==> src/rtl/irle_pkg.sv <==
// Package: shared symbol type and widths for the IR run-length encoder.
// Assumes the output symbol is always one byte: level bit plus 7-bit length.
package irle_pkg;
    localparam int IRLE_LEN_W = 7;
    localparam int IRLE_RUN_MAX = 1 << IRLE_LEN_W;

    typedef struct packed {
        logic                  lvl;
        logic [IRLE_LEN_W-1:0] len_m1;
    } irle_sym_t;
endpackage

==> src/rtl/irle_tick.sv <==
// Sample tick divider: one-cycle tick every DIV clocks while enabled.
// Assumes DIV >= 2; disabling clears the phase so sampling restarts cleanly.
module irle_tick #(
    parameter int DIV = 64
) (
    input  logic clk,
    input  logic rst_n,
    input  logic en,
    output logic tick
);
    localparam int CNT_W = (DIV > 2) ? $clog2(DIV) : 1;

    logic [CNT_W-1:0] cnt;

    // Divide the module clock down to the sample rate.
    always_ff @(posedge clk) begin
        if (!rst_n || !en) begin
            cnt  <= '0;
            tick <= 1'b0;
        end else if (cnt == CNT_W'(DIV - 1)) begin
            cnt  <= '0;
            tick <= 1'b1;
        end else begin
            cnt  <= cnt + CNT_W'(1);
            tick <= 1'b0;
        end
    end

    AST_TICK_SINGLE: assert property (@(posedge clk) disable iff (!rst_n)
        tick |=> !tick);
endmodule

==> src/rtl/irle_sync.sv <==
// Input conditioner: multi-flop synchronizer followed by polarity inversion.
// Assumes STAGES >= 2; invert is quasi-static and used without synchronizing.
module irle_sync #(
    parameter int STAGES = 2
) (
    input  logic clk,
    input  logic rst_n,
    input  logic rx_in,
    input  logic invert,
    output logic lvl
);
    logic [STAGES-1:0] sh;

    // Shift the raw line through the synchronizer chain.
    always_ff @(posedge clk) begin
        if (!rst_n) sh <= '0;
        else        sh <= {sh[STAGES-2:0], rx_in};
    end

    // Apply the polarity control after synchronizing.
    always_comb lvl = sh[STAGES-1] ^ invert;
endmodule

==> src/rtl/irle_runner.sv <==
// Run counter: glitch filter, run length counting, long-run splitting and
// idle (packet end) detection, all advanced once per sample tick.
// Assumes noise and idle thresholds change only while the line is idle.
module irle_runner
    import irle_pkg::*;
#(
    parameter int NOISE_W = 6,
    parameter int IDLE_W  = 8
) (
    input  logic               clk,
    input  logic               rst_n,
    input  logic               en,
    input  logic               tick,
    input  logic               lvl,
    input  logic [NOISE_W-1:0] noise_thr,
    input  logic [IDLE_W-1:0]  idle_thr,
    output logic               emit,
    output irle_sym_t          sym,
    output logic               pkt
);
    localparam int CAND_W = NOISE_W + 1;
    localparam int TOT_W  = ((IRLE_LEN_W > CAND_W) ? IRLE_LEN_W : CAND_W) + 2;
    localparam int ICNT_W = ((IDLE_W > CAND_W) ? IDLE_W : CAND_W) + 2;

    logic              cur_lvl, idle_st;
    logic [TOT_W-1:0]  total;
    logic [CAND_W-1:0] cand;
    logic [ICNT_W-1:0] icnt;

    logic              nx_lvl, nx_idle, nx_emit, nx_pkt;
    logic [TOT_W-1:0]  nx_total;
    logic [CAND_W-1:0] nx_cand;
    logic [ICNT_W-1:0] nx_icnt;
    irle_sym_t         nx_sym;

    logic [CAND_W-1:0] cand_inc;
    logic [TOT_W-1:0]  tot_inc, old_len;
    logic [ICNT_W-1:0] icnt_new;

    // Derived counts used by the next-state logic.
    always_comb begin
        cand_inc = cand + CAND_W'(1);
        tot_inc  = total + TOT_W'(1);
        old_len  = total - TOT_W'(cand);
        icnt_new = icnt + ICNT_W'(cand) + ICNT_W'(1);
    end

    // Next-state logic for one sample.
    always_comb begin
        nx_lvl   = cur_lvl;
        nx_idle  = idle_st;
        nx_total = total;
        nx_cand  = cand;
        nx_icnt  = icnt;
        nx_emit  = 1'b0;
        nx_pkt   = 1'b0;
        nx_sym   = '0;
        if (tick) begin
            if (lvl != cur_lvl) begin
                if (!idle_st) nx_total = tot_inc;
                if (cand_inc > {1'b0, noise_thr}) begin
                    if (!idle_st) begin
                        nx_emit       = 1'b1;
                        nx_sym.lvl    = cur_lvl;
                        nx_sym.len_m1 = IRLE_LEN_W'(old_len - TOT_W'(1));
                    end
                    nx_lvl   = lvl;
                    nx_idle  = 1'b0;
                    nx_total = TOT_W'(cand_inc);
                    nx_cand  = '0;
                    nx_icnt  = lvl ? '0 : ICNT_W'(cand_inc);
                end else begin
                    nx_cand = cand_inc;
                end
            end else begin
                nx_cand = '0;
                if (!idle_st) begin
                    if (!cur_lvl && (icnt_new > ICNT_W'(idle_thr))) begin
                        nx_emit       = 1'b1;
                        nx_pkt        = 1'b1;
                        nx_sym.lvl    = 1'b0;
                        nx_sym.len_m1 = (tot_inc > TOT_W'(IRLE_RUN_MAX)) ?
                                        {IRLE_LEN_W{1'b1}} :
                                        IRLE_LEN_W'(tot_inc - TOT_W'(1));
                        nx_idle       = 1'b1;
                        nx_total      = '0;
                        nx_icnt       = '0;
                    end else if (tot_inc > TOT_W'(IRLE_RUN_MAX)) begin
                        nx_emit       = 1'b1;
                        nx_sym.lvl    = cur_lvl;
                        nx_sym.len_m1 = {IRLE_LEN_W{1'b1}};
                        nx_total      = tot_inc - TOT_W'(IRLE_RUN_MAX);
                        nx_icnt       = cur_lvl ? '0 : icnt_new;
                    end else begin
                        nx_total = tot_inc;
                        nx_icnt  = cur_lvl ? '0 : icnt_new;
                    end
                end
            end
        end
    end

    // Commit the run state; disable returns to idle space.
    always_ff @(posedge clk) begin
        if (!rst_n || !en) begin
            cur_lvl <= 1'b0;
            idle_st <= 1'b1;
            total   <= '0;
            cand    <= '0;
            icnt    <= '0;
            emit    <= 1'b0;
            pkt     <= 1'b0;
            sym     <= '0;
        end else begin
            cur_lvl <= nx_lvl;
            idle_st <= nx_idle;
            total   <= nx_total;
            cand    <= nx_cand;
            icnt    <= nx_icnt;
            emit    <= nx_emit;
            pkt     <= nx_pkt;
            sym     <= nx_sym;
        end
    end

    AST_EMIT_ON_TICK: assert property (@(posedge clk) disable iff (!rst_n)
        emit |-> $past(tick));
    AST_QUIET_OFF: assert property (@(posedge clk) disable iff (!rst_n)
        !$past(en) |-> !emit && !pkt);
    AST_PKT_SPACE: assert property (@(posedge clk) disable iff (!rst_n)
        pkt |-> emit && !sym.lvl);
    AST_IDLE_SILENT: assert property (@(posedge clk) disable iff (!rst_n)
        $past(idle_st) |-> !emit);
endmodule

==> src/rtl/irle_out.sv <==
// Output stage: one-byte valid/ready holding register and packet-end strobe.
// Assumes the consumer samples out_data on a cycle with out_valid and out_ready.
module irle_out
    import irle_pkg::*;
(
    input  logic      clk,
    input  logic      rst_n,
    input  logic      emit,
    input  irle_sym_t sym,
    input  logic      pkt_in,
    input  logic      out_ready,
    output logic      out_valid,
    output logic [7:0] out_data,
    output logic      pkt_end
);
    logic can_load;

    // The register may take a new byte when empty or being drained.
    always_comb can_load = !out_valid || out_ready;

    // Hold or replace the presented byte; drop when full.
    always_ff @(posedge clk) begin
        if (!rst_n) begin
            out_valid <= 1'b0;
            out_data  <= '0;
        end else if (emit && can_load) begin
            out_valid <= 1'b1;
            out_data  <= sym;
        end else if (out_ready) begin
            out_valid <= 1'b0;
        end
    end

    // Align the packet-end strobe with the byte it closes.
    always_ff @(posedge clk) begin
        if (!rst_n) pkt_end <= 1'b0;
        else        pkt_end <= pkt_in;
    end

    AST_HOLD_BYTE: assert property (@(posedge clk) disable iff (!rst_n)
        out_valid && !out_ready |=> out_valid && $stable(out_data));
    AST_PKT_ONE_CYCLE: assert property (@(posedge clk) disable iff (!rst_n)
        pkt_end |=> !pkt_end);
endmodule

==> src/rtl/irle_top.sv <==
// Top: IR run-length encoder. Synchronizes and optionally inverts the line,
// samples it every DIV clocks, filters glitches, emits level/length bytes and
// flags packet end. Assumes configuration is changed only while idle.
module irle_top #(
    parameter int DIV         = 64,
    parameter int SYNC_STAGES = 2
) (
    input  logic        clk,
    input  logic        rst_n,
    input  logic        rx_in,
    input  logic        glb_en,
    input  logic        rx_en,
    input  logic [1:0]  mode,
    input  logic        invert,
    input  logic [15:0] sample_cfg,
    input  logic        out_ready,
    output logic        out_valid,
    output logic [7:0]  out_data,
    output logic        pkt_end
);
    import irle_pkg::*;

    localparam logic [1:0] MODE_RUN = 2'b11;

    logic      run_en, tick, lvl, emit, pkt;
    irle_sym_t sym;
    logic      cfg_unused;

    // Sampling is allowed only in run-length mode with both enables set.
    always_comb run_en = glb_en && rx_en && (mode == MODE_RUN);
    always_comb cfg_unused = ^sample_cfg[1:0];

    irle_sync #(.STAGES(SYNC_STAGES)) u_sync (
        .clk(clk), .rst_n(rst_n), .rx_in(rx_in), .invert(invert), .lvl(lvl)
    );

    irle_tick #(.DIV(DIV)) u_tick (
        .clk(clk), .rst_n(rst_n), .en(run_en), .tick(tick)
    );

    irle_runner #(.NOISE_W(6), .IDLE_W(8)) u_run (
        .clk(clk), .rst_n(rst_n), .en(run_en), .tick(tick), .lvl(lvl),
        .noise_thr(sample_cfg[7:2]), .idle_thr(sample_cfg[15:8]),
        .emit(emit), .sym(sym), .pkt(pkt)
    );

    irle_out u_out (
        .clk(clk), .rst_n(rst_n), .emit(emit), .sym(sym), .pkt_in(pkt),
        .out_ready(out_ready), .out_valid(out_valid), .out_data(out_data),
        .pkt_end(pkt_end)
    );
endmodule

==> config.mk <==
export PLATFORM = sky130hd
export DESIGN_NAME = irle_top
export DESIGN_NICKNAME = d
export VERILOG_FILES = /design/src/rtl/irle_pkg.sv /design/src/rtl/irle_tick.sv /design/src/rtl/irle_sync.sv /design/src/rtl/irle_runner.sv /design/src/rtl/irle_out.sv /design/src/rtl/irle_top.sv
export SDC_FILE = /design/constraint.sdc
export NUM_CORES = 1
export LEC_CHECK = 0
export ABC_AREA = 1
export BUFFER_PORTS_ARGS = -buffer_cell sky130_fd_sc_hd__buf_4
export CAP_MARGIN = 20
export CELL_PAD_IN_SITES_DETAIL_PLACEMENT = 1
export CELL_PAD_IN_SITES_GLOBAL_PLACEMENT = 1
export CORE_ASPECT_RATIO = 0.75
export CORE_MARGIN = 5
export CORE_UTILIZATION = 32
export DETAILED_ROUTE_END_ITERATION = 8
export GPL_TIMING_DRIVEN = 0
export PLACE_DENSITY = 0.68
export SLEW_MARGIN = 15
export SYNTH_ARGS = -nofsm -noshare
export SYNTH_HDL_FRONTEND = slang
export SYNTH_SLANG_ARGS = --single-unit
==> constraint.sdc <==
create_clock -name clk -period 2.6 [get_ports clk]
set_input_delay 0.65 -clock clk [delete_from_list [all_inputs] [get_ports clk]]
set_output_delay 0.65 -clock clk [all_outputs]
set_load 0.02 [all_outputs]
==> results of run 1 <==
[layout make-up]
class	instances	area [um^2]	share of cell area (%)
Tap cell	162	203	3.81
Buffer	6	41.3	0.776
Multi-Input combinational cell	386	2660	50.0
Sequential cell	57	1160	21.9
Clock inverter	3	65.1	1.22
Clock buffer	13	240	4.52
Inverter	94	373	7.01
Timing Repair Buffer	70	574	10.8
[through the flow]
step	setup WS (ns)	cell area, um^2	total power, mW	cells
final	-0.259	5320	2.23	791
after global placement	-0.637	4190	0.981	737
after CTS	-0.226	4930	2.24	775
after global routing	-0.438	5320	2.31	791
after detailed placement	-0.669	4190	0.985	737
after floorplan	0.00921	3740	0.943	543
[placed cells by master (no fill, tap or decap), drive strengths merged, types with 3 or more instances in the layout]
cell type | netlist | final
xnor2 | 7 | 7
nand4 | 11 | 11
or2 | 3 | 3
clkbuf | 2 | 16
nand2 | 133 | 133
o21ai | 40 | 40
inv | 92 | 93
a21oi | 46 | 46
dfxtp | 57 | 57
nor3 | 7 | 7
buf | 4 | 73
ha | 30 | 30
and3 | 3 | 3
nor2 | 55 | 55
nand3 | 26 | 26
xor2 | 12 | 12
[cells by family (layout without fill, tap and decap cells)]
| kind of cell | after synthesis | in the layout | synth area share, % |
|---|---|---|---|
| AND/OR/NAND/NOR | 241 | 241 | 29.3 |
| buffers and inverters | 100 | 186 | 10.6 |
| AO/OA/AOI/OAI | 94 | 94 | 13.6 |
| flip-flops | 57 | 57 | 30.6 |
| adder cells (fa/ha/maj) | 32 | 32 | 11.1 |
| XOR/XNOR | 19 | 19 | 4.86 |
[sequential cells by signal, indices dropped and copies added, names as in the netlist, 2 cells and up]
signal,cells
u_run.icnt,10
u_run.total,9
u_out.out_data,8
u_sync.sh,2
u_run.cand,7
u_tick.cnt,6
u_run.sym,8
[critical path, delay by kind of cell (launching register included)]
family / cells / cell delay [ns]
AND/OR/NAND/NOR: 14 / 1.30
adder cells (fa/ha/maj): 3 / 0.77
flip-flops: 1 / 0.36
XOR/XNOR: 1 / 0.16
buffers and inverters: 3 / 0.15
[repair_timing]
item	in CTS	in global routing
hold buffers	0	0
pin swaps	27	36
gates cloned	0	1
endpoints found under the setup margin	36	35
setup buffers	22	15
gates resized for setup	63	68
[worst paths after layout]
check	to	slack (ns)	cells past startpoint
worst max register to register	u_run.total[5]	-0.26	21
worst min-delay path	u_sync.sh[1]	0.41	2
worst min register to register	u_sync.sh[1]	0.41	2
worst max-delay path	u_run.total[5]	-0.26	21
[routing by layer]
layer  global-route usage, %  wire length (um)
met4                    3.71               215
met5                       0                 0
met3                    4.55               394
met2                    27.9              6200
met1                    22.8              6000
[power groups by stage]
stage / clock (mW) / sequential (mW) / combinational (mW)
2_1_floorplan: 0 / 0.895 / 0.0476
3_3_place_gp: 0 / 0.895 / 0.0859
3_5_place_dp: 0 / 0.895 / 0.0895
4_1_cts: 1.26 / 0.874 / 0.106
5_1_grt: 1.31 / 0.871 / 0.127
6_report: 1.25 / 0.872 / 0.116
==> results, run 1 <==
- The flow ran to the end, but the final reports show violations.
- The final reports fail on setup timing.
- The most frequently used flop master after synthesis is sky130_fd_sc_hd__dfxtp_1.
- Traced cell by cell, the critical path runs through inv_4 > ha_4 > inv_4 > fa_2 > nand3_2 > nand2_4 > xor2_2 > ha_1 > nand2_2 > nor2_4 > nand2_2 > nand3_2 > nand2_1 > nand2_1 > nand2_2 > nand4_1 > nand3_4 > nand2_2 > nand2_1 > nand2_1 > inv_1.
- In this run the deepest clock path goes through 2 buffers.
- The relative contribution of combinational cells to total power is under 10%.
- The maximum vdd ir drop is approximately 0.30 mV.
- The combined global-route utilization of all metal layers is ~17%.
- The portion of total power attributed to the clock network is a little under three fifths.
- The cell count after synthesis is about 540.
- The detailed router finished its first iteration with around 160 violations.
- The path class of the tightest hold or removal check is register to register.
- Setup repair after global routing could not meet its margin everywhere.
- The count of different cell masters after synthesis is 42.
- The smallest hold slack is 0.411 ns.
- The final count of pins violating max slew was 0.
- For the worst-skew pair, the clock arrives at the later sink with an insertion delay of around 0.34 ns.
- The sink count of the clock tree is 57.
- The ratio of cells with drive above 1 in the final layout is between 30 and 40%.
- The clock tree synthesis step divided the H-tree into 3 levels.
- The register bit total from synthesis is between 50 and 60.
- The worst min-delay path startpoint is u_sync.sh[0].
- The start-to-end type of the worst setup path is register to register.
- The number of inserted diodes is 0.
- The internal power of the cells totals about 1.8 mW.
- The data arrival at the endpoint of the critical path is around 3.1 ns.
- The register share of total power is between 30 and 40%.
- The slowest cell on the critical path is sky130_fd_sc_hd__dfxtp_4.
- The number of antenna violations at the first check in global routing is 0.
- For this configuration, the core starts out at a cell density of about a third.
- Adding up every negative setup slack in the final design gives -4.45 ns.
- Entering global routing, the biggest net connects 11 pins.
- The die outline area is 0.0140 mm^2.
- The fraction of registers with async set/reset is 0%.
- The relative slew slack is between 40% and 50%.
- Once layout is complete, the utilization of the core stands at 46.1%.
- The initialized floorplan defines 34 standard-cell rows.
- The number of remaining DRC errors is 0.
- The shortest clock period the worst path allows after layout is 2.86 ns.
- The worst register-to-register path begins at u_run.cand[0].
- The synthesized area per cell is slightly below 7 um^2.
- Summed over all cells, the static leakage comes to 2.48 nW.
- The highest fanout seen on the critical path is 7.
- The number of buffers created by CTS is 9.
- The detailed router placed between 3k and 4k vias in this run.
- The die height is 104 um.
- The final layout contains 681 nets.
- Derived from the worst setup path, the maximum achievable clock frequency is approximately 350 MHz.
- The clock-pin slew on the worst setup and hold paths is around 0.050 ns.
- The pre-antenna-repair detailed-routing pass consisted of 4 iterations.
- The cell area that synthesis handed to floorplanning was roughly 0.0037 mm^2.
- The final worst clock skew is 0.00840 ns.
- At the worst endpoint, the required time is 2.83 ns.
- By count the netlist is led by sky130_fd_sc_hd__nand2_1 (121), sky130_fd_sc_hd__inv_1 (85), sky130_fd_sc_hd__dfxtp_1 (57).
- The core area is around 0.012 mm^2.
- Power spread over the standard cell area amounts to between 400 and 500 mW/mm^2.
- Fill cells in the final layout number 1,406.
- Of all cell types, the one taking the most synthesized area is sky130_fd_sc_hd__dfxtp_1.
- On the worst path, the slowest cell contributes a delay of about 0.36 ns.
- Ranked by total cell area, the synthesized netlist is headed by sky130_fd_sc_hd__dfxtp_1 (31%), sky130_fd_sc_hd__nand2_1 (12%), sky130_fd_sc_hd__ha_1 (10%), sky130_fd_sc_hd__inv_1 (8.5%), sky130_fd_sc_hd__a21oi_1 (5.9%).
- Clock tree synthesis selected as its root buffer the cell sky130_fd_sc_hd__clkbuf_16.
- The slew of the pin with the lowest slew margin is about 0.80 ns.
- The most used standard cell by instance count after synthesis is sky130_fd_sc_hd__nand2_1.
- The detail route stage leaves a number of antenna-violating nets equal to 0.
- The tool flagged a number of max-cap violations equal to 0.
- The sum of routed wire length over all layers is 12,800 um.
- For this run the aggregate overflow at the end of global routing stands at 0.
- The wire-length estimate of the detail-placed layout is approximately 8700 um.
- Summing the sequential cell areas from Yosys gives a little under a third of the chip area.
- In this run, synthesis inferred 0 flip-flops with an integrated enable.
- Port buffering added 32 buffers.
- The final number of hold-violating endpoints is 0.
- The setup slack of the critical path after layout is -0.259 ns.
- The final critical-path share of the clock period is 110%.
- The switching fraction of total power is between 20% and 30%.
- The post-detailed-route wirelength per cell is between 15 and 20 um.
- The die span in x is approximately 130 um.
- STA classifies the critical path endpoint as a register.
- The synthesized netlist net count is 600.
- Setup violations remaining at the end of the flow were counted as 30.
- The final weighted congestion in routability-driven placement is just over 0.8.
- The I/O pin count is 35.
- The total net switching power is roughly 0.47 mW.
- The first global-routing pass estimated 19,100 um of wire.
- The type of origin of the critical path is a register.
- The relative area change from synthesis to final layout is 42.4%.
- The via count of the first global-routing pass came to 3,827.
- The clock tree from TritonCTS is done.
- The via count normalized by instance count is approximately 4.9.
- The synthesis warning total is 0.
- The proportion of netlist area held by the largest area contributor is just over 30%.
- The critical path starts at u_run.cand[0].
Note: power is estimated with default switching activity, not from simulation.
==> run 2, diff against run 1 <==
--- a/config.mk
+++ b/config.mk
@@ -6,7 +6,7 @@
 export NUM_CORES = 1
 export LEC_CHECK = 0
 export ABC_AREA = 1
-export BUFFER_PORTS_ARGS = -buffer_cell sky130_fd_sc_hd__buf_4
+export BUFFER_PORTS_ARGS = -buffer_cell sky130_fd_sc_hd__buf_2
 export CAP_MARGIN = 20
 export CELL_PAD_IN_SITES_DETAIL_PLACEMENT = 1
 export CELL_PAD_IN_SITES_GLOBAL_PLACEMENT = 1
==> run 2 against run 1 <==
  * The run still ends with setup timing left
  * Final cell count fell by 1.1%
  * Die area is the same
  * Final area is 4.9% lower
  * Sequential share of layout area is 1.1 points higher
  * Clock skew decreased by 0.0011 ns
  * Global-route usage barely moved
  * Total power increased by 1.8%
  * Worst hold slack better by 0.0038 ns
  * Critical path type unchanged
==> results, run 2 (synthesis gave the netlist of run 1 again) <==
- The die outline area is ~0.014 mm^2.
- The final reports fail on setup timing.
- In the layout the commonest cells are sky130_fd_sc_hd__nand2_1 (105), sky130_fd_sc_hd__inv_1 (79), sky130_fd_sc_hd__dfxtp_1 (49).
- The maximum clock path buffer count is 2.
- The achievable frequency is approximately 350 MHz.
- The final number of hold-violating endpoints is 0.
- The combined area of the multi-input logic cells is between 0.002 and 0.003 mm^2.
- Net switching is between 20 and 25% of the power.
- The critical path is of the register to register type.
- The path category of the worst min-delay check is register to register.
- The cell chosen for the clock root is sky130_fd_sc_hd__clkbuf_16.
- The number of iterations in the first detailed-routing pass is 4.
- Clock-pin slew was measured on the worst setup and hold paths at 0.06 ns.
- For this design the ratio of total power to cell area is 450 mW/mm^2.
- Of the cells placed in the final design, the portion with a size suffix greater than 1 is about 30%.
- Port buffering added 32 buffers.
- The number of buffers created by CTS is 9.
- The relative slew slack is a little under three fifths.
- The clock net in this run drives a total of 57 sinks.
- The cell area after placement is between 0.004 and 0.005 mm^2.
- The I/O pin count is 35.
- The initial utilization of the core area, before any placement, comes to between 30% and 40%.
- The sum of routed wire length over all layers is roughly 12,000 um.
- Cells fill approximately 44% of the core in the end.
- The maximum number of pins on one net before global-route repair is 13.
- The final count of pins violating max slew is 0.
- The area of all placed cells without fillers is between 0.005 and 0.006 mm^2.
- For this design the total switching power over the nets is approximately 0.52 mW.
- TritonCTS built the clock tree.
- Once detail routing completed, the nets flagged for antenna violations numbered 0.
- The final weighted congestion in routability-driven placement is approximately 0.79.
- Internal power comes to approximately 1.8 mW.
- In the global route stage, overall resource usage came out at between 10% and 20%.
- In the global route stage, met3 resource usage came out at between 3 and 4%.
- The largest registers in the layout are u_run.icnt x10, u_run.total x9.
- The filler cell count in the final layout is about 1.4k.
- The data arrival at the endpoint of the critical path is 3.10 ns.
- The post-detailed-route wirelength per cell is ~15 um.
- The register share of total power is between 30% and 40%.
- The die span in x is around 130 um.
- The run finished, with violations left.
- The setup violation total in the final timing report is 30.
- The number of remaining DRC errors is 0.
- Setup repair after global routing could not meet its margin everywhere.
- The leakage dissipation is about 2.4 nW.
- met2 is the most crowded layer.
- The filler-free cell count of the finished design is about 780.
- After the first detailed-routing iteration, the DRC count stood at 136.
- The total power of the final layout is between 2 and 2.5 mW.
- Across all setup checks in the final design, the least slack found is -0.232 ns.
- Leaving out fill and tap cells, the most frequent cell in the layout is sky130_fd_sc_hd__nand2_1.
- STA classifies the critical path startpoint as a register.
- The largest register by flop count is u_run.icnt.
- Counting I/O delays and the setup requirement, the final critical path takes 2.83 ns.
- The register with the most flip-flops in the layout has 10 of them.
- After layout, the worst path uses 109% of the clock period.
- The clock network latency to the later pin of the worst-skew pair is about 0.34 ns.
- The critical path capture point type is a register.
- The total via count after detailed routing is 3,781.
- The number of antenna diodes in the final layout is 0.
- The number of antenna violations at the first check in global routing came to 0.
- Global routing consumed, on the met1 layer, a little under a quarter of the routing resources.
- The H-tree was split into 3 levels.
- The final worst clock skew is 0.00726 ns.
- The first global-routing pass estimated 19,300 um of wire.
- The via count of the first global-routing pass is between 3k and 4k.
- For this run, global-route usage on met2 was measured as between 20 and 30%.
- The die height is about 100 um.
- Relative to the synthesized area, the layout overhead comes to 35.4%.
- The initialized floorplan defines 34 standard-cell rows.
- The highest fanout seen on the critical path is 4.
- Once placement completed, the tool counted placed cells totaling between 700 and 800.
- Across the whole layout, storage elements account for 0.00116 mm^2.
- The total number of nets in the final design is between 600 and 700.
- Data on the critical path is required at its endpoint by between 2 and 3 ns.
- The count of maximum capacitance violations is 0.
- In this run, the clock network consumes around 57% of the power.
- For this run the aggregate overflow at the end of global routing stands at 0.
- Per report_power, the combinational group accounts for 4.2% of the total.
- The core area is roughly 0.012 mm^2.
- The worst-case IR drop observed on VDD is roughly 0.31 mV.
- The detailed-placement wirelength estimate is between 8000 and 9000 um.
- The slew of the pin with the lowest slew margin is approximately 0.65 ns.
- The via count normalized by instance count is roughly 4.8.
run 2: metal layers:
metal	vias to the layer above	part of all wire (%)
li1	1878	-
met1	1843	48
met2	47	47
met3	13	3.5
met4	0	1.3
met5	-	0
run 2: metrics by stage:
stage / setup TNS (ns) / worst slack, ns / hold slack [ns]
2_1_floorplan: 0 / 0.00921 / 0.390
3_3_place_gp: -15.51 / -0.624 / 0.393
3_5_place_dp: -17.00 / -0.668 / 0.407
4_1_cts: -4.73 / -0.221 / 0.421
5_1_grt: -10.57 / -0.386 / 0.445
6_report: -4.49 / -0.232 / 0.415
run 2: layout make-up:
cell class	instances	share of cell area, %
multi-input combinational	386	50.3
tap	162	4.01
inverter	94	7.33
buffer	6	0.916
clock inverter	7	2.00
sequential	57	23.0
clock buffer	9	4.46
timing repair buffer	61	7.97
run 2: worst max-delay path: stages (launching register included):
cell and delay (ns):
sky130_fd_sc_hd__dfxtp_4 0.36, sky130_fd_sc_hd__inv_4 0.08, sky130_fd_sc_hd__ha_4 0.14, sky130_fd_sc_hd__inv_4 0.04, sky130_fd_sc_hd__fa_2 0.34, sky130_fd_sc_hd__nand3_2 0.09
sky130_fd_sc_hd__nand2_4 0.07, sky130_fd_sc_hd__xor2_2 0.19, sky130_fd_sc_hd__ha_1 0.29, sky130_fd_sc_hd__nand2_2 0.07, sky130_fd_sc_hd__nor2_4 0.09, sky130_fd_sc_hd__nand2_1 0.07
sky130_fd_sc_hd__nand3_2 0.07, sky130_fd_sc_hd__nand2_1 0.04, sky130_fd_sc_hd__nand2_1 0.06, sky130_fd_sc_hd__nand2_2 0.07, sky130_fd_sc_hd__nand3_4 0.11, sky130_fd_sc_hd__buf_12 0.11
sky130_fd_sc_hd__nand3_4 0.09, sky130_fd_sc_hd__nor2_4 0.17, sky130_fd_sc_hd__inv_2 0.07, sky130_fd_sc_hd__o21ai_1 0.11
run 2: path summary, 6_finish.rpt:
check / from / end / slack [ns] / cells past startpoint
min: u_run.pkt / u_out.pkt_end / 0.42 / 2
min reg2reg: u_run.pkt / u_out.pkt_end / 0.42 / 2
max: u_run.cand[0] / u_run.sym[0] / -0.23 / 21
max reg2reg: u_run.cand[0] / u_run.sym[0] / -0.23 / 21
run 2: what timing repair did:
| action | in CTS | in global routing |
|---|---|---|
| pin swaps | 25 | 24 |
| buffers inserted | 21 | 8 |
| hold buffers | 0 | 0 |
| hold endpoints to repair | 0 | 0 |
| gates cloned | 0 | 0 |
| gates resized for setup | 56 | 39 |
| setup endpoints to repair | 36 | 36 |
run 2: power groups by stage:
stage | logic (mW) | registers, mW | clock network, mW
3_5_place_dp | 0.0794 | 0.895 | 0
2_1_floorplan | 0.0476 | 0.895 | 0
3_3_place_gp | 0.0766 | 0.895 | 0
5_1_grt | 0.107 | 0.871 | 1.36
6_report | 0.0967 | 0.871 | 1.31
4_1_cts | 0.0936 | 0.874 | 1.33
==> run 3, diff against run 2 <==
--- a/config.mk
+++ b/config.mk
@@ -16,6 +16,7 @@
 export DETAILED_ROUTE_END_ITERATION = 8
 export GPL_TIMING_DRIVEN = 0
 export PLACE_DENSITY = 0.68
+export SETUP_SLACK_MARGIN = 0.15
 export SLEW_MARGIN = 15
 export SYNTH_ARGS = -nofsm -noshare
 export SYNTH_HDL_FRONTEND = slang
==> run 3 against run 2 <==
  * The flow still finishes with violations (setup timing)
  * Sequential power about the same
  * Clock power about the same
  * Combinational power up 5%
  * Worst setup slack better by 0.056 ns
  * Via count up 1.2%
  * Largest power group unchanged
  * First-iteration DRC count up 19%
  * Wire length up 3.1%
  * Final area up 4.7%
==> results, run 3 (synthesis gave the netlist of run 1 again) <==
- The relative area change from synthesis to final layout is 41.8%.
- The clock-pin slew on the worst setup and hold paths is 0.06 ns.
- Counting the buffers created by CTS gives 9.
- Timing would allow up to 360 MHz.
- Global routing used between 10% and 20% of the available tracks across all layers.
- The first-pass GRT wire length is ~20,000 um.
- Summed over all nets, the half-perimeter wirelength after detailed placement is 8620 um.
- The sum of routed wire length over all layers is ~12,000 um.
- The number of inserted diodes is 0.
- The detail route stage leaves a number of antenna-violating nets equal to 0.
- The checks that failed: setup timing.
- The number of remaining DRC errors is 0.
- For this design the ratio of total power to cell area is ~440 mW/mm^2.
- The maximum clock path buffer count is 2.
- The worst register-to-register path has a depth of 19.
- The startpoint identified for the worst hold timing path is u_run.pkt.
- The most frequent cell on the critical path is sky130_fd_sc_hd__buf_4.
- The destination of the worst register-to-register timing path is u_run.sym[1].
- The clock net in this run drives a total of 57 sinks.
- The flow ran to the end, but the final reports show violations.
- The floorplan has 34 rows.
- The path category of the worst min-delay check is register to register.
- The register with the most flip-flops in the layout has 10 of them.
- The number of buffers inserted by port buffering is 32.
- Entering global routing, the biggest net connects 11 pins.
- The via count of the first global-routing pass is roughly 4k.
- The filler-free cell count of the finished design is ~800.
- On the final layout, the worst clock skew is roughly 0.011 ns.
- Setup repair after global routing could not meet its margin everywhere.
- After floorplanning, the core was sized to cover 0.0115 mm^2.
- For hold timing, the worst endpoint is u_out.pkt_end.
- Across the run, the number of max-cap violations was 0.
- In the final layout, the share of cells above drive strength 1 is 35.1%.
- Summed over all failing endpoints, the final setup total negative slack is -3.37 ns.
- The combined area of the multi-input logic cells is about 0.0026 mm^2.
- The critical path capture point type is a register.
- The cell chosen for the clock root is sky130_fd_sc_hd__clkbuf_16.
- Of all nets on the critical path, the largest fanout is 5.
- The final number of hold-violating endpoints was 0.
- The I/O pin count is 35.
- The library cell used most frequently in the layout, excluding fill and tap cells, is sky130_fd_sc_hd__nand2_1.
- The remaining global-route overflow is 0.
- The starting density of the core is about a third.
- The register area is roughly 0.0012 mm^2.
- The clock network latency to the later pin of the worst-skew pair is roughly 0.34 ns.
- For the pin with the worst max-slew slack, the measured transition is 0.755 ns.
- Among all stages on the critical path, the largest delay is contributed by sky130_fd_sc_hd__dfxtp_4.
- The smallest clock period supported by the final layout is computed as 2.78 ns.
- The number of placed cells counting well taps is 737.
- The setup violation total in the final timing report is 30.
- The largest register by flop count is u_run.icnt.
- The post-detailed-route wirelength per cell is around 15 um.
- The clock tree from TritonCTS is done.
- The total number of nets in the final design is just under 700.
- The largest stage delay on the critical path is 0.38 ns.
- By startpoint and endpoint, the worst setup path is classified as register to register.
- The slack of the worst reg-to-reg path is -0.18 ns.
- The die outline area is ~0.014 mm^2.
- The final weighted congestion in routability-driven placement is 0.800.
- The critical path goes through buf_4 > nand4_1 > buf_4 > buf_4 > buf_4 > nand2_2 > inv_2 > ha_1 > and3_4 > nand2_1 > nand3b_1 > nand2_2 > nand2_4 > buf_12 > nand2_8 > nor2_4 > inv_4 > or2_1 > a21oi_2.
- The first detailed-routing pass took 4 iterations.
- The die span in x is between 100 and 150 um.
- The layout has between 1k and 1.5k filler cells.
- Headroom to the max-slew limit came out at 49.7%.
- For this design the static power due to leakage is 2.47 nW.
- The type of origin of the critical path is a register.
- The die height is 104 um.
- Data arrives at the worst endpoint at 3.04 ns.
- Dividing the detail-routed via count by the number of cells gives approximately 4.8.
- The final count of pins violating max slew was 0.
- The maximum vdd ir drop is 0.252 mV.
- The total via count after detailed routing is approximately 3.8k.
- The library cells used most frequently in the layout, excluding fill and tap cells, are sky130_fd_sc_hd__nand2_1 (95), sky130_fd_sc_hd__inv_1 (78), sky130_fd_sc_hd__dfxtp_1 (48).
- Once routing completed, OpenROAD measured the worst setup slack at -0.176 ns.
- For the worst setup path, the data required time is between 2 and 3 ns.
- The worst path uses 107% of the clock period.
- The H-tree was split into 3 levels.
- The number of antenna violations at the first check in global routing was 0.
- The smallest hold slack is around 0.41 ns.
- The largest registers in the layout are u_run.icnt x10, u_run.total x9.
- The iteration-0 DRC count of the detailed router is ~160.
- The instance count along the most critical hold path is 2.
- The startpoint of the lowest-slack register-to-register path is u_run.cand[0].
run 3: cell types whose count changed in the layout (fill, tap and decap cells not counted), sizes merged:
| cell | before | now |
|---|---|---|
| clkinv | 3 | 5 |
| clkbuf | 11 | 15 |
| clkinvlp | 2 | 0 |
| inv | 94 | 91 |
| buf | 65 | 80 |
run 3: stage by stage:
stage	power (mW)	util [%]	setup WS [ns]	area, um^2
global route	2.39	45.9	-0.350	5290
floorplan	0.944	-	0.119	3770
detailed placement	0.976	35.8	-0.495	4130
finish	2.31	45.9	-0.176	5290
global placement	0.972	35.8	-0.418	4130
CTS	2.32	43.1	-0.212	4960
run 3: critical path, delay by kind of cell (launching register included):
kind | cells | cell delay [ns]
flip-flops | 1 | 0.38
adder cells (fa/ha/maj) | 1 | 0.26
AND/OR/NAND/NOR | 10 | 1.17
AO/OA/AOI/OAI | 1 | 0.11
buffers and inverters | 7 | 0.76
run 3: worst max path at each step:
stage,endpoint,cells past startpoint,from
2_1_floorplan,u_run.sym[0],20,u_run.cand[0]
3_3_place_gp,u_run.sym[0],20,u_run.cand[0]
3_5_place_dp,u_run.sym[0],20,u_run.cand[0]
4_1_cts,u_run.total[6],21,u_run.cand[0]
5_1_grt,u_run.icnt[5],18,u_run.cand[2]
6_report,u_run.sym[1],19,u_run.cand[0]
run 3: where the power goes:
group	switching, mW	internal (mW)	leakage [nW]
clock	0.422	0.916	0.169
sequential	0.000803	0.871	0.465
combinational	0.0607	0.0408	1.84
run 3: repair_timing:
| item | 4_1_cts | 5_1_grt |
|---|---|---|
| resized for setup | 69 | 50 |
| buffers inserted | 26 | 18 |
| endpoints found under the setup margin | 37 | 37 |
| cloned | 0 | 1 |
| hold buffers | 0 | 0 |
| pin swaps | 29 | 31 |
run 3: cell type report:
class                      count  share of cell area (%)
buffer                         6                   0.946
multi-input combinational    386                    49.6
tap                          162                    3.83
sequential                    57                    22.0
clock inverter                 4                    1.39
inverter                      94                    7.12
clock buffer                  12                    5.04
timing repair buffer          77                    10.0
run 3: layer usage:
metal	global-route usage, %	vias to the layer above	share of wire [%]
met3	4.75	15	3.7
met2	28.4	44	47
met1	23.2	1852	48
li1	-	1916	-
met4	3.63	0	1.3
met5	0	-	0
